File: src/rtl/fsc_spreader_pkg.sv
package fsc_spreader_pkg;

    localparam int BYTE_W   = 8;
    localparam int NIB_W    = 4;
    localparam int CW_LEN   = 16;
    localparam int POS_W    = $clog2(CW_LEN);
    localparam int RATE_W   = 3;
    localparam int SF_MAX   = 64;
    localparam int SUB_W    = $clog2(SF_MAX);

    typedef enum logic [RATE_W-1:0] {
        RATE_125K = 3'd0,
        RATE_250K = 3'd1,
        RATE_500K = 3'd2,
        RATE_1M   = 3'd3,
        RATE_2M   = 3'd4
    } rate_e;

    typedef struct packed {
        logic [BYTE_W-1:0] data;
        rate_e             rate;
        logic              err;
    } job_t;

    function automatic logic rate_known(logic [RATE_W-1:0] r);
        return r <= RATE_2M;
    endfunction

    // last index of the shift pattern: SF_MAX >> rate, minus one
    function automatic logic [SUB_W-1:0] sf_last(rate_e r);
        return SUB_W'((SF_MAX - 1) >> r);
    endfunction

    // orthogonal codeword: even parity of symbol AND position gives 1
    function automatic logic cw_chip(logic [NIB_W-1:0] sym, logic [POS_W-1:0] pos);
        return ~^(sym & pos);
    endfunction

endpackage

File: src/rtl/fsc_spreader_job.sv
module fsc_spreader_job
    import fsc_spreader_pkg::*;
(
    input  logic              clk,
    input  logic              rst,
    input  logic              byte_valid,
    input  logic [BYTE_W-1:0] byte_data,
    input  logic [RATE_W-1:0] rate_sel,
    input  logic              done,
    output logic              start,
    output logic              busy,
    output job_t              job
);
    assign start = byte_valid && !busy;

    always_ff @(posedge clk) begin
        if (rst) begin
            busy <= 1'b0;
            job  <= '0;
        end else if (start) begin
            busy     <= 1'b1;
            job.data <= byte_data;
            job.err  <= !rate_known(rate_sel);
            job.rate <= rate_known(rate_sel) ? rate_e'(rate_sel) : RATE_125K;
        end else if (done) begin
            busy <= 1'b0;
        end
    end
endmodule

File: src/rtl/fsc_spreader_seq.sv
module fsc_spreader_seq
    import fsc_spreader_pkg::*;
(
    input  logic             clk,
    input  logic             rst,
    input  logic             start,
    input  logic             step,
    input  logic [SUB_W-1:0] sub_last,
    output logic [SUB_W-1:0] sub,
    output logic [POS_W-1:0] pos,
    output logic             half,
    output logic             done
);
    logic sub_end;
    logic pos_end;

    assign sub_end = (sub == sub_last);
    assign pos_end = (pos == POS_W'(CW_LEN - 1));
    assign done    = step && sub_end && pos_end && half;

    always_ff @(posedge clk) begin
        if (rst || start) begin
            sub  <= '0;
            pos  <= '0;
            half <= 1'b0;
        end else if (step) begin
            if (sub_end) begin
                sub <= '0;
                if (pos_end) begin
                    pos  <= '0;
                    half <= ~half;
                end else begin
                    pos <= pos + 1'b1;
                end
            end else begin
                sub <= sub + 1'b1;
            end
        end
    end
endmodule

File: src/rtl/fsc_spreader_chipgen.sv
module fsc_spreader_chipgen
    import fsc_spreader_pkg::*;
(
    input  logic [BYTE_W-1:0] data,
    input  logic              half,
    input  logic [POS_W-1:0]  pos,
    input  logic              sub_lsb,
    output logic              chip
);
    logic [NIB_W-1:0] sym;
    logic             cw;

    assign sym  = half ? data[BYTE_W-1:NIB_W] : data[NIB_W-1:0];
    assign cw   = cw_chip(sym, pos);
    assign chip = cw ? sub_lsb : ~sub_lsb;
endmodule

File: src/rtl/fsc_symbol_spreader.sv
module fsc_symbol_spreader
    import fsc_spreader_pkg::*;
(
    input  logic              clk,
    input  logic              rst,
    input  logic              byte_valid,
    output logic              byte_ready,
    input  logic [BYTE_W-1:0] byte_data,
    input  logic [RATE_W-1:0] rate_sel,
    input  logic              chip_en,
    output logic              chip_out,
    output logic              chip_valid,
    output logic              rate_err
);
    logic             start;
    logic             busy;
    logic             done;
    job_t             job;
    logic [SUB_W-1:0] sub;
    logic [POS_W-1:0] pos;
    logic             half;
    logic             chip;

    fsc_spreader_job u_job (
        .clk        (clk),
        .rst        (rst),
        .byte_valid (byte_valid),
        .byte_data  (byte_data),
        .rate_sel   (rate_sel),
        .done       (done),
        .start      (start),
        .busy       (busy),
        .job        (job)
    );

    fsc_spreader_seq u_seq (
        .clk      (clk),
        .rst      (rst),
        .start    (start),
        .step     (busy && chip_en),
        .sub_last (sf_last(job.rate)),
        .sub      (sub),
        .pos      (pos),
        .half     (half),
        .done     (done)
    );

    fsc_spreader_chipgen u_gen (
        .data    (job.data),
        .half    (half),
        .pos     (pos),
        .sub_lsb (sub[0]),
        .chip    (chip)
    );

    assign byte_ready = !busy;
    assign chip_valid = busy;
    assign chip_out   = busy && chip;
    assign rate_err   = busy && job.err;
endmodule

File: config.mk
export PLATFORM = sky130hd
export DESIGN_NAME = fsc_symbol_spreader
export DESIGN_NICKNAME = d
export VERILOG_FILES = /design/src/rtl/fsc_spreader_pkg.sv /design/src/rtl/fsc_spreader_job.sv /design/src/rtl/fsc_spreader_seq.sv /design/src/rtl/fsc_spreader_chipgen.sv /design/src/rtl/fsc_symbol_spreader.sv
export SDC_FILE = /design/constraint.sdc
export NUM_CORES = 1
export LEC_CHECK = 0
export BUFFER_PORTS_ARGS = -buffer_cell sky130_fd_sc_hd__buf_2
export CORE_ASPECT_RATIO = 2
export CORE_MARGIN = 1.5
export CORE_UTILIZATION = 35
export CTS_BUF_LIST = sky130_fd_sc_hd__clkbuf_16
export DETAILED_ROUTE_END_ITERATION = 8
export SYNTH_ARGS = -nofsm -noshare
export SYNTH_HDL_FRONTEND = slang
export SYNTH_SLANG_ARGS = --single-unit
File: constraint.sdc
create_clock -name clk -period 4.03 [get_ports clk]
set_input_delay 0.403 -clock clk [delete_from_list [all_inputs] [get_ports clk]]
set_output_delay 0.403 -clock clk [all_outputs]
set_load 0.005 [all_outputs]
==> results of run 1 <==
==> tightest hold or removal path: cells and delay by family <==
family,cells,cell delay (ps)
compound gates,1,50
buf+inv,1,90
simple gates,1,40
==> kinds of logic (layout without fill, tap and decap cells) <==
family          Yosys count  count (layout)  synth area share (%)
flops                    24              24                  37.5
fa+ha+maj                 2               2                  1.95
xor+xnor                 10              10                  7.91
compound gates           27              27                  13.5
mux                       6               6                  5.08
buf+inv                  12              23                  6.15
simple gates             70              70                  27.9
==> flip-flops by register name (all words and copies together), names as in the netlist <==
register	flops
u_job.busy	1
u_seq.half	1
u_seq.sub	6
u_seq.pos	4
u_job.job	12
==> routing by layer <==
| layer | wire length (um) | global-route usage (%) |
|---|---|---|
| met5 | 0 | 0 |
| met1 | 1080 | 16.2 |
| met4 | 97 | 9.09 |
| met3 | 92 | 2.65 |
| met2 | 1550 | 28.9 |
==> through the flow <==
stage / total power, uW / utilization (%)
5_1_grt: 522 / 40.3
3_5_place_dp: 298 / 38.1
2_1_floorplan: 283 / -
3_3_place_gp: 297 / 38.1
6_report: 504 / 40.3
4_1_cts: 507 / 40.3
==> synthesized netlist by cell type <==
cell	n	area share, %
nand4_1	2	0.98
buf_8	1	1.2
a31o_1	2	1.4
a311oi_1	1	0.68
and2_4	1	0.68
a21oi_1	12	4.7
nand2_4	1	0.88
a21o_1	1	0.59
nor3_1	10	3.9
and4b_1	1	0.78
clkbuf_1	5	1.5
a22oi_1	1	0.59
o211ai_1	1	0.59
and2b_2	2	1.4
a22o_1	1	0.68
a211oi_1	1	0.59
a222oi_1	1	0.78
or4b_4	1	1.1
buf_1	1	0.29
nor2_1	6	1.8
buf_6	3	2.6
nand2b_1	2	0.98
or3_1	1	0.49
and3_2	1	0.59
mux2_2	4	3.5
dfxtp_1	24	37
ha_1	2	2.0
nand3_1	1	0.39
and2_1	2	0.98
xnor3_1	1	1.8
inv_1	2	0.59
nor3_2	1	0.78
and3_1	2	0.98
nand3b_1	2	1.2
or2_2	1	0.49
a211o_2	1	0.78
xor2_1	6	4.1
a31oi_1	2	0.98
mux2i_1	2	1.6
nand2_1	33	9.7
o21ai_0	3	1.2
xnor2_1	3	2.1
==> report_power, final <==
group	leakage [uW]	switching [uW]	internal [uW]
registers	0.000195	7.26	245
logic	0.000328	22.6	18.3
clock network	0.0000370	80.1	131
==> worst max path at each step <==
stage,startpoint,end,slack [ps]
2_1_floorplan,u_seq.half$_SDFFE_PP0P_,chip_out,2090
3_3_place_gp,u_seq.half$_SDFFE_PP0P_,chip_out,2090
3_5_place_dp,u_seq.half$_SDFFE_PP0P_,chip_out,2000
4_1_cts,u_seq.half$_SDFFE_PP0P_,chip_out,1710
5_1_grt,u_seq.half$_SDFFE_PP0P_,chip_out,1650
6_report,u_seq.half$_SDFFE_PP0P_,chip_out,1720
==> cell type report <==
type	instances	area [um^2]	share of cell area [%]
Timing Repair Buffer	18	90.1	6.27
Sequential cell	24	480	33.4
Multi-Input combinational cell	115	722	50.3
Clock buffer	3	75.1	5.23
Inverter	2	7.51	0.523
Tap cell	49	61.3	4.27
==> flow_summary_export.csv, run 1 <==
group,metric,value,unit
placed_design,placed_cells,208,
placed_design,dpl.hpwl,2150,um
layout,fillers,389,
floorplanning,dieWidth,45.8,um
timing,worst_slack,1720,ps
timing,whs,378,ps
routing,drtIter0Drc,25,
layout,final_common_cell,"nand2_1",
layout,antennaDiodeCount,0,
clocking,worstSkewPairLatency,260,ps
job,cap_violations,0,
timing,max_freq,0.432,GHz
critical_path,r2r-end,"u_seq.pos[1]$_SDFFE_PP0P_",
floorplanning,rows,31,
timing,rsz0062_at_grt,"false",
routing,vias,1079,
grt,grt_pass1_vias,1106,
clocking,post_cts_resized,0,
critical_path,critPathCaptureType,"output pin",
layout,drive_gt1_share,21.0,%
critical_path,crit_buf_inv,1,
worst_hold_path,hold_depth,3,
worst_hold_path,min_from,"byte_data[3]",
logic_synthesis,synth_area,1280,um^2
layout,fin_cells,211,
critical_path,max_stage_delay,460,ps
timing,finalMaxSlewViolations,0,
placed_design,portBuffers,18,
clocking,clock_path_buffers,2,
routing,wl,2810,um
critical_path,start_kind,"register",
critical_path,worst_ep_arrival_time,1910,ps
timing,tns,0,ps
pwr,pwr_density_cell,351,nW/um^2
layout,final_cell_mix,"nand2_1, dfxtp_1, buf_2, a21oi_1, nor3_1",
grt,grt_max_degree,16,
grt,grt_antenna_before_repair,0,
placed_design,pre_cts_ws,2000,ps
clocking,cts.sinks,24,
critical_path,crit_family,"XOR/XNOR gates",
logic_synthesis,yosys_warnings,0,
timing,post-route-period-util,57.4,%
timing,slew_headroom,64.9,%
logic_synthesis,synth_seq_cells,24,
timing,fin_crit,2310,ps
critical_path,worst-r2r-setup-slack,2240,ps
layout,layout-area-overhead-vs-synth,12.1,%
critical_path,crit_chain,"mux2_2, nand2_1, xor2_1, xnor3_1, nor2_1, buf_2",
critical_path,r2r_start,"u_job.job[3]$_SDFFE_PP0P_",
grt,grt_pass1_wl,4720,um
routing,ant_nets,0,
critical_path,cp_max_fo,7,
critical_path,rr_worst_depth,5,
floorplanning,core-area,3570,um^2
floorplanning,dieHeight,88.6,um
clocking,clk_pin_slew,60,ps
clocking,cts-hold-fix-buffers,0,
critical_path,crit_type,"reg2out",
clocking,cts_tree,"yes",
logic_synthesis,netlist_instances,151,
timing,fin_skew,1.09,ps
worst_hold_path,holdCritPathClass,"in2reg",
critical_path,cp_data_required_time,3630,ps
worst_hold_path,min_to,"u_job.job[7]$_SDFFE_PP0P_",
floorplanning,dieArea,4050,um^2
timing,setup_viol,0,
timing,tightest_slew,526,ps
routing,routed_via_density,5.11,
clocking,h-tree-depth,1,
routing,drcViolationCount,0,
placed_design,placed_cell_area,1360,um^2
layout,final_net_count,181,
logic_synthesis,synth.avg_cell_area,8.48,um^2
floorplanning,io_pins,19,
floorplanning,start_util,35.9,%
logic_synthesis,synth_cell_type_count,42,
critical_path,crit_slowest_cell,"dfxtp_1",
timing,finalHoldViolations,0,
clocking,cts_root_buf,"clkbuf_16",
grt,track_usage,16.0,%
routing,avgRoutedWirePerCell,13.3,um
routing,drtPass1Iterations,6,
grt,globalRouteOverflowTotal,0,
pwr,peakVddDrop,0.290,mV
clocking,cts_made_buffers,3,
clocking,cts_setup_buffers,0,
placed_design,place_congestion,0.802,
status,status,"completed",
pwr,cellLeakagePower,0.000560,uW
logic_synthesis,syn-num-nets,168,
logic_synthesis,ys_seq_area_share,37.5,%
layout,design_area,1440,um^2
critical_path,cp.depth,6,
Power figures use the tool's default switching activity.
==> run 2, diff against run 1 <==
Settings changed: ABC_AREA set to 1.
Clock period 4.03 ns to 1.95 ns, I/O delays scaled along.
==> flow_summary_export.csv, run 2 <==
group,metric,value,unit
grt,grt_pass1_wl,5060,um
timing,fin_crit,1860,ps
logic_synthesis,synth_area,1210,um^2
logic_synthesis,synth_top_family_by_area,"simple AND/OR/NAND/NOR gates",
critical_path,cp_max_fo,6,
clocking,cts_tree,"yes",
grt,grt_max_degree,13,
routing,vias,1152,
timing,finalMaxSlewViolations,0,
placed_design,dpl.hpwl,2360,um
pwr,fin_total_pwr,1060,uW
layout,antennaDiodeCount,0,
routing,route.met2.wl,1760,um
logic_synthesis,synth_top_area_share,39.7,%
clocking,worstSkewPairLatency,250,ps
critical_path,crit_chain,"or2_4, nand3_2, xor2_1, or2_1, nand3_1, nand2_1, nor2_1, buf_2",
timing,fin_skew,5.41,ps
timing,finalHoldViolations,0,
logic_synthesis,synth.avg_cell_area,7.00,um^2
critical_path,start_kind,"register",
clocking,clk_pin_slew,60,ps
layout,layout-area-overhead-vs-synth,19.6,%
routing,dr.max_layer_used,"met4",
timing,max_freq,0.537,GHz
placed_design,portBuffers,18,
critical_path,crit_family,"simple AND/OR/NAND/NOR gates",
routing,wl_met1,984,um
layout,final_net_count,214,
routing,drtIter0Drc,13,
layout,largest_reg_flops,12,
status,status,"completed",
routing,drcViolationCount,0,
layout,reg_top3,"u_job.job x12, u_seq.sub x6, u_seq.pos x4",
grt,globalRouteOverflowTotal,0,
logic_synthesis,synthTopCellsByArea,"dfxtp_1, nand2_1, nor2_1, o21ai_0, xor2_1",
clocking,cts_root_buf,"clkbuf_16",
critical_path,crit_slowest_cell,"dfxtp_4",
logic_synthesis,synth-compound-area-share,12.2,%
floorplanning,dieHeight,86.2,um
job,cap_violations,0,
layout,final_cell_mix,"nand2_1, nor2_1, dfxtp_1, buf_2, inv_1",
grt,track_usage,17.8,%
logic_synthesis,yosysMostFrequentCell,"nand2_1",
logic_synthesis,yosys.area_share.simple,31.7,%
critical_path,cp_data_required_time,1750,ps
routing,routed_via_density,5.07,
critical_path,critPathCaptureType,"output pin",
timing,tightest_slew,316,ps
layout,fin_util,43.4,%
logic_synthesis,netlist_instances,173,
clocking,clock_path_buffers,2,
logic_synthesis,ys_seq_area_share,39.7,%
logic_synthesis,ys_top_cells_by_count,"nand2_1, nor2_1, dfxtp_1, inv_1, o21ai_0",
timing,slew_headroom,78.8,%
logic_synthesis,synth_edf_count,0,
timing,whs,164,ps
clocking,cts-hold-fix-buffers,0,
layout,final_common_cell,"nand2_1",
logic_synthesis,yosysTopAreaCell,"dfxtp_1",
routing,wl,2890,um
clocking,h-tree-depth,1,
grt,grt_antenna_before_repair,0,
logic_synthesis,synth_fa_ha_area_share,2.07,%
pwr,cellLeakagePower,0.000653,uW
critical_path,crit_type,"reg2out",
pwr,peakVddDrop,0.488,mV
routing,wl_met3,52,um
timing,rsz0062_at_grt,"false",
routing,avgRoutedWirePerCell,12.7,um
timing,tns,0,ps
logic_synthesis,yosys_warnings,0,
critical_path,max_stage_delay,370,ps
logic_synthesis,synthFlopType,"dfxtp_1",
logic_synthesis,synthMuxAreaShare,0,%
layout,fillers,363,
floorplanning,dieArea,3840,um^2
worst_hold_path,holdCritPathClass,"in2reg",
worst_hold_path,min_from,"rst",
logic_synthesis,synth_cell_type_count,27,
logic_synthesis,synth_seq_cells,24,
layout,largest-register,"u_job.job",
floorplanning,core-area,3340,um^2
floorplanning,rows,30,
timing,setup_viol,0,
logic_synthesis,syn-num-nets,190,
critical_path,worst_ep_arrival_time,1670,ps
critical_path,crit_buf_inv,1,
grt,grt_pass1_vias,1197,
routing,ant_nets,0,
clocking,cts_made_buffers,3,
floorplanning,io_pins,19,
floorplanning,start_util,36.3,%
logic_synthesis,synthArstFlopShare,0,%
pwr,pwr_density_cell,734,nW/um^2
routing,drtPass1Iterations,4,
floorplanning,dieWidth,44.6,um
layout,drive_gt1_share,19.5,%
critical_path,r2r_start,"u_job.busy$_SDFFE_PP0P_",
critical_path,startpoint,"u_seq.half$_SDFFE_PP0P_",
timing,post-route-period-util,95.6,%
logic_synthesis,synth_xor_area_share,7.13,%
placed_design,place_congestion,0.829,
clocking,cts.sinks,24,
[run 2: logic make-up after synthesis]
logic type               count (synthesis)
AO/OA/AOI/OAI                           27
XOR/XNOR                                 9
adder cells (fa/ha/maj)                  2
buffers and inverters                   22
flip-flops                              24
AND/OR/NAND/NOR                         89
[run 2: worst paths after layout]
kind	to	slack (ps)	cells past startpoint
setup / recovery	chip_out	90	8
hold reg to reg	u_job.job[11]$_SDFFE_PP0P_	480	2
setup reg to reg	u_seq.pos[1]$_SDFFE_PP0P_	440	9
hold / removal	u_job.busy$_SDFFE_PP0P_	160	2
[run 2: cell type report]
type / count / area [um^2] / share of cell area, %
clock buffer: 3 / 75.1 / 5.18
inverter: 19 / 78.8 / 5.44
multi-input combinational: 127 / 651 / 44.9
sequential: 24 / 484 / 33.4
tap: 32 / 40.0 / 2.76
timing repair buffer: 22 / 120 / 8.29
[run 2: worst reg2reg max path: cells and delay by family, from the launching register on]
family,cells,cell delay [ps]
AND/OR/NAND/NOR,7,660
buffers and inverters,1,90
flip-flops,1,420
AO/OA/AOI/OAI,1,220
[run 2: report_power, final]
| part | internal, uW | total (uW) | switching (uW) |
|---|---|---|---|
| combinational | 42.6 | 104 | 61.5 |
| sequential | 511 | 527 | 16.2 |
| clock | 271 | 432 | 161 |
[run 2: repair_timing]
item | 4_1_cts | 5_1_grt
endpoints found under the setup margin | 0 | 1
resized for setup | 0 | 6
endpoints found under the hold margin | 0 | 0
buffers inserted | 0 | 2
[run 2: per-layer routing]
layer / global-route usage, % / vias to the layer above
met5: 0 / -
met4: 12.1 / 0
met3: 2.08 / 10
met2: 34.3 / 25
met1: 15.6 / 517
li1: - / 600
[run 2: metrics by stage]
stage	cell area [um^2]	setup WS, ps	cells
final	1450	86.7	227
after CTS	1420	23.9	225
after global placement	1350	301	222
after global routing	1450	1.86	227
after floorplan	1210	550	173
after detailed placement	1350	332	222
==> run 3, diff against run 2 <==
Settings changed: ABC_AREA 1 to not set.
==> flow_summary_export.csv, run 3 (synthesis results as in run 1) <==
group,metric,value,unit
status,status,"completed",
critical_path,worst_ep_arrival_time,1750,ps
layout,design_area,1470,um^2
pwr,switchingPower,239,uW
grt,grt_pass1_wl,4820,um
critical_path,worst-r2r-setup-slack,240,ps
layout,reg_top3,"u_job.job x12, u_seq.sub x6, u_seq.pos x4",
pwr,clock_power_share,42.4,%
job,cap_violations,0,
pwr,pwr_density_cell,720,nW/um^2
pwr,fin_total_pwr,1060,uW
pwr,p_int,820,uW
grt,globalRouteOverflowTotal,0,
critical_path,rr_worst_depth,5,
layout,largest_reg_flops,12,
layout,fillers,395,
worst_hold_path,holdCritPathClass,"in2reg",
timing,tns,0,ps
layout,largest-register,"u_job.job",
layout,final_common_cell,"nand2_1",
routing,vias,1105,
timing,max_freq,0.515,GHz
routing,drtIter0Drc,14,
timing,tightest_slew,469,ps
grt,grt_max_degree,16,
floorplanning,start_util,35.9,%
pwr,p_sw_share,22.5,%
routing,drcViolationCount,0,
clocking,clk_pin_slew,60,ps
layout,final_cell_mix,"nand2_1, dfxtp_1, buf_2, a21oi_1, nor3_1",
routing,avgRoutedWirePerCell,13.5,um
timing,post-route-period-util,99.5,%
critical_path,start_kind,"register",
placed_design,pre_cts_ws,142,ps
timing,fin_skew,3.38,ps
floorplanning,core-area,3570,um^2
timing,rsz0062_at_grt,"true",
clocking,cts_made_buffers,3,
pwr,pwr-share-comb,8.5,%
routing,wl,2900,um
layout,drive_gt1_share,23.0,%
grt,track_usage,15.9,%
pwr,seqPwrFrac,49.1,%
layout,layout-area-overhead-vs-synth,14.7,%
timing,setup_viol,0,
clocking,cts_tree,"yes",
timing,worst_slack,9.92,ps
timing,finalMaxSlewViolations,0,
pwr,cellLeakagePower,0.000583,uW
grt,grt_antenna_before_repair,0,
placed_design,placed_cell_area,1370,um^2
routing,drtPass1Iterations,4,
layout,antennaDiodeCount,0,
floorplanning,dieWidth,45.8,um
layout,fin_util,41.2,%
clocking,cts-hold-fix-buffers,0,
critical_path,cp_data_required_time,1750,ps
clocking,worstSkewPairLatency,260,ps
clocking,cts_root_buf,"clkbuf_16",
worst_hold_path,hold_depth,3,
timing,fin_crit,1940,ps
floorplanning,dieArea,4050,um^2
timing,finalHoldViolations,0,
layout,final_net_count,183,
routing,routed_via_density,5.16,
critical_path,cp_max_fo,5,
placed_design,portBuffers,18,
floorplanning,dieHeight,88.6,um
timing,slew_headroom,68.6,%
critical_path,critPathCaptureType,"output pin",
placed_design,dpl.hpwl,2190,um
critical_path,crit_type,"reg2out",
floorplanning,io_pins,19,
clocking,cts.sinks,24,
placed_design,place_congestion,0.816,
clocking,clock_path_buffers,2,
routing,ant_nets,0,
grt,grt_pass1_vias,1108,
pwr,peakVddDrop,0.622,mV
floorplanning,rows,31,
clocking,h-tree-depth,1,
run 3: cell count changes in the layout (fill, tap and decap cells not counted), moves of 3 or more:
cell	change
nor2_1	-27
mux2_2	+3
a21oi_1	+3
o21ai_0	-10
nand3_1	-6
inv_1	-14
nor3_1	+9
run 3: per-layer routing:
layer,global-route usage [%],part of all wire [%],vias up
li1,-,-,545
met1,15.5,37,523
met2,30.6,58,30
met3,2.24,2.9,7
met4,7.53,2.3,0
met5,0,0,-
run 3: power groups by stage:
stage	registers, uW	clock network (uW)	logic, uW
after floorplan	525	0	60.5
after global placement	532	0	85.3
after detailed placement	532	0	88.2
after CTS	520	448	90.6
after global routing	521	474	101
final	520	449	89.9
run 3: path summary, 6_finish.rpt:
check / start / to
worst max-delay path: u_seq.half$_SDFFE_PP0P_ / chip_out
worst max register to register: u_job.job[3]$_SDFFE_PP0P_ / u_seq.pos[1]$_SDFFE_PP0P_
worst min register to register: u_job.job[10]$_SDFFE_PP0P_ / u_job.job[10]$_SDFFE_PP0P_
worst min-delay path: byte_data[3] / u_job.job[7]$_SDFFE_PP0P_
run 3: timing repair:
item | in CTS | in global routing
setup endpoints to repair | 1 | 1
pin swaps | 3 | 0
gates resized for setup | 3 | 1
buffers inserted | 1 | 0
run 3: stage by stage:
step | hold WS (ps) | instances
2_1_floorplan | 264 | 151
3_3_place_gp | 436 | 209
3_5_place_dp | 448 | 209
4_1_cts | 180 | 214
5_1_grt | 175 | 214
6_report | 173 | 214
run 3: cell type report:
type                    count  area [um^2]  share of cell area, %
clock buffers               3         75.1                   5.11
inverters                   2         7.51                  0.511
well taps                  49         61.3                   4.17
clock inverters             1         3.75                  0.255
multi-input cells         115          733                   49.9
repair buffers             20          105                   7.15
flip-flops and latches     24          484                   32.9
run 3: critical path, cell delays in order, from the launching register on:
cell	delay, ps
dfxtp_4	380
mux2_4	300
nand2_1	110
xor2_2	170
xnor3_1	320
nor2_1	100
buf_2	110
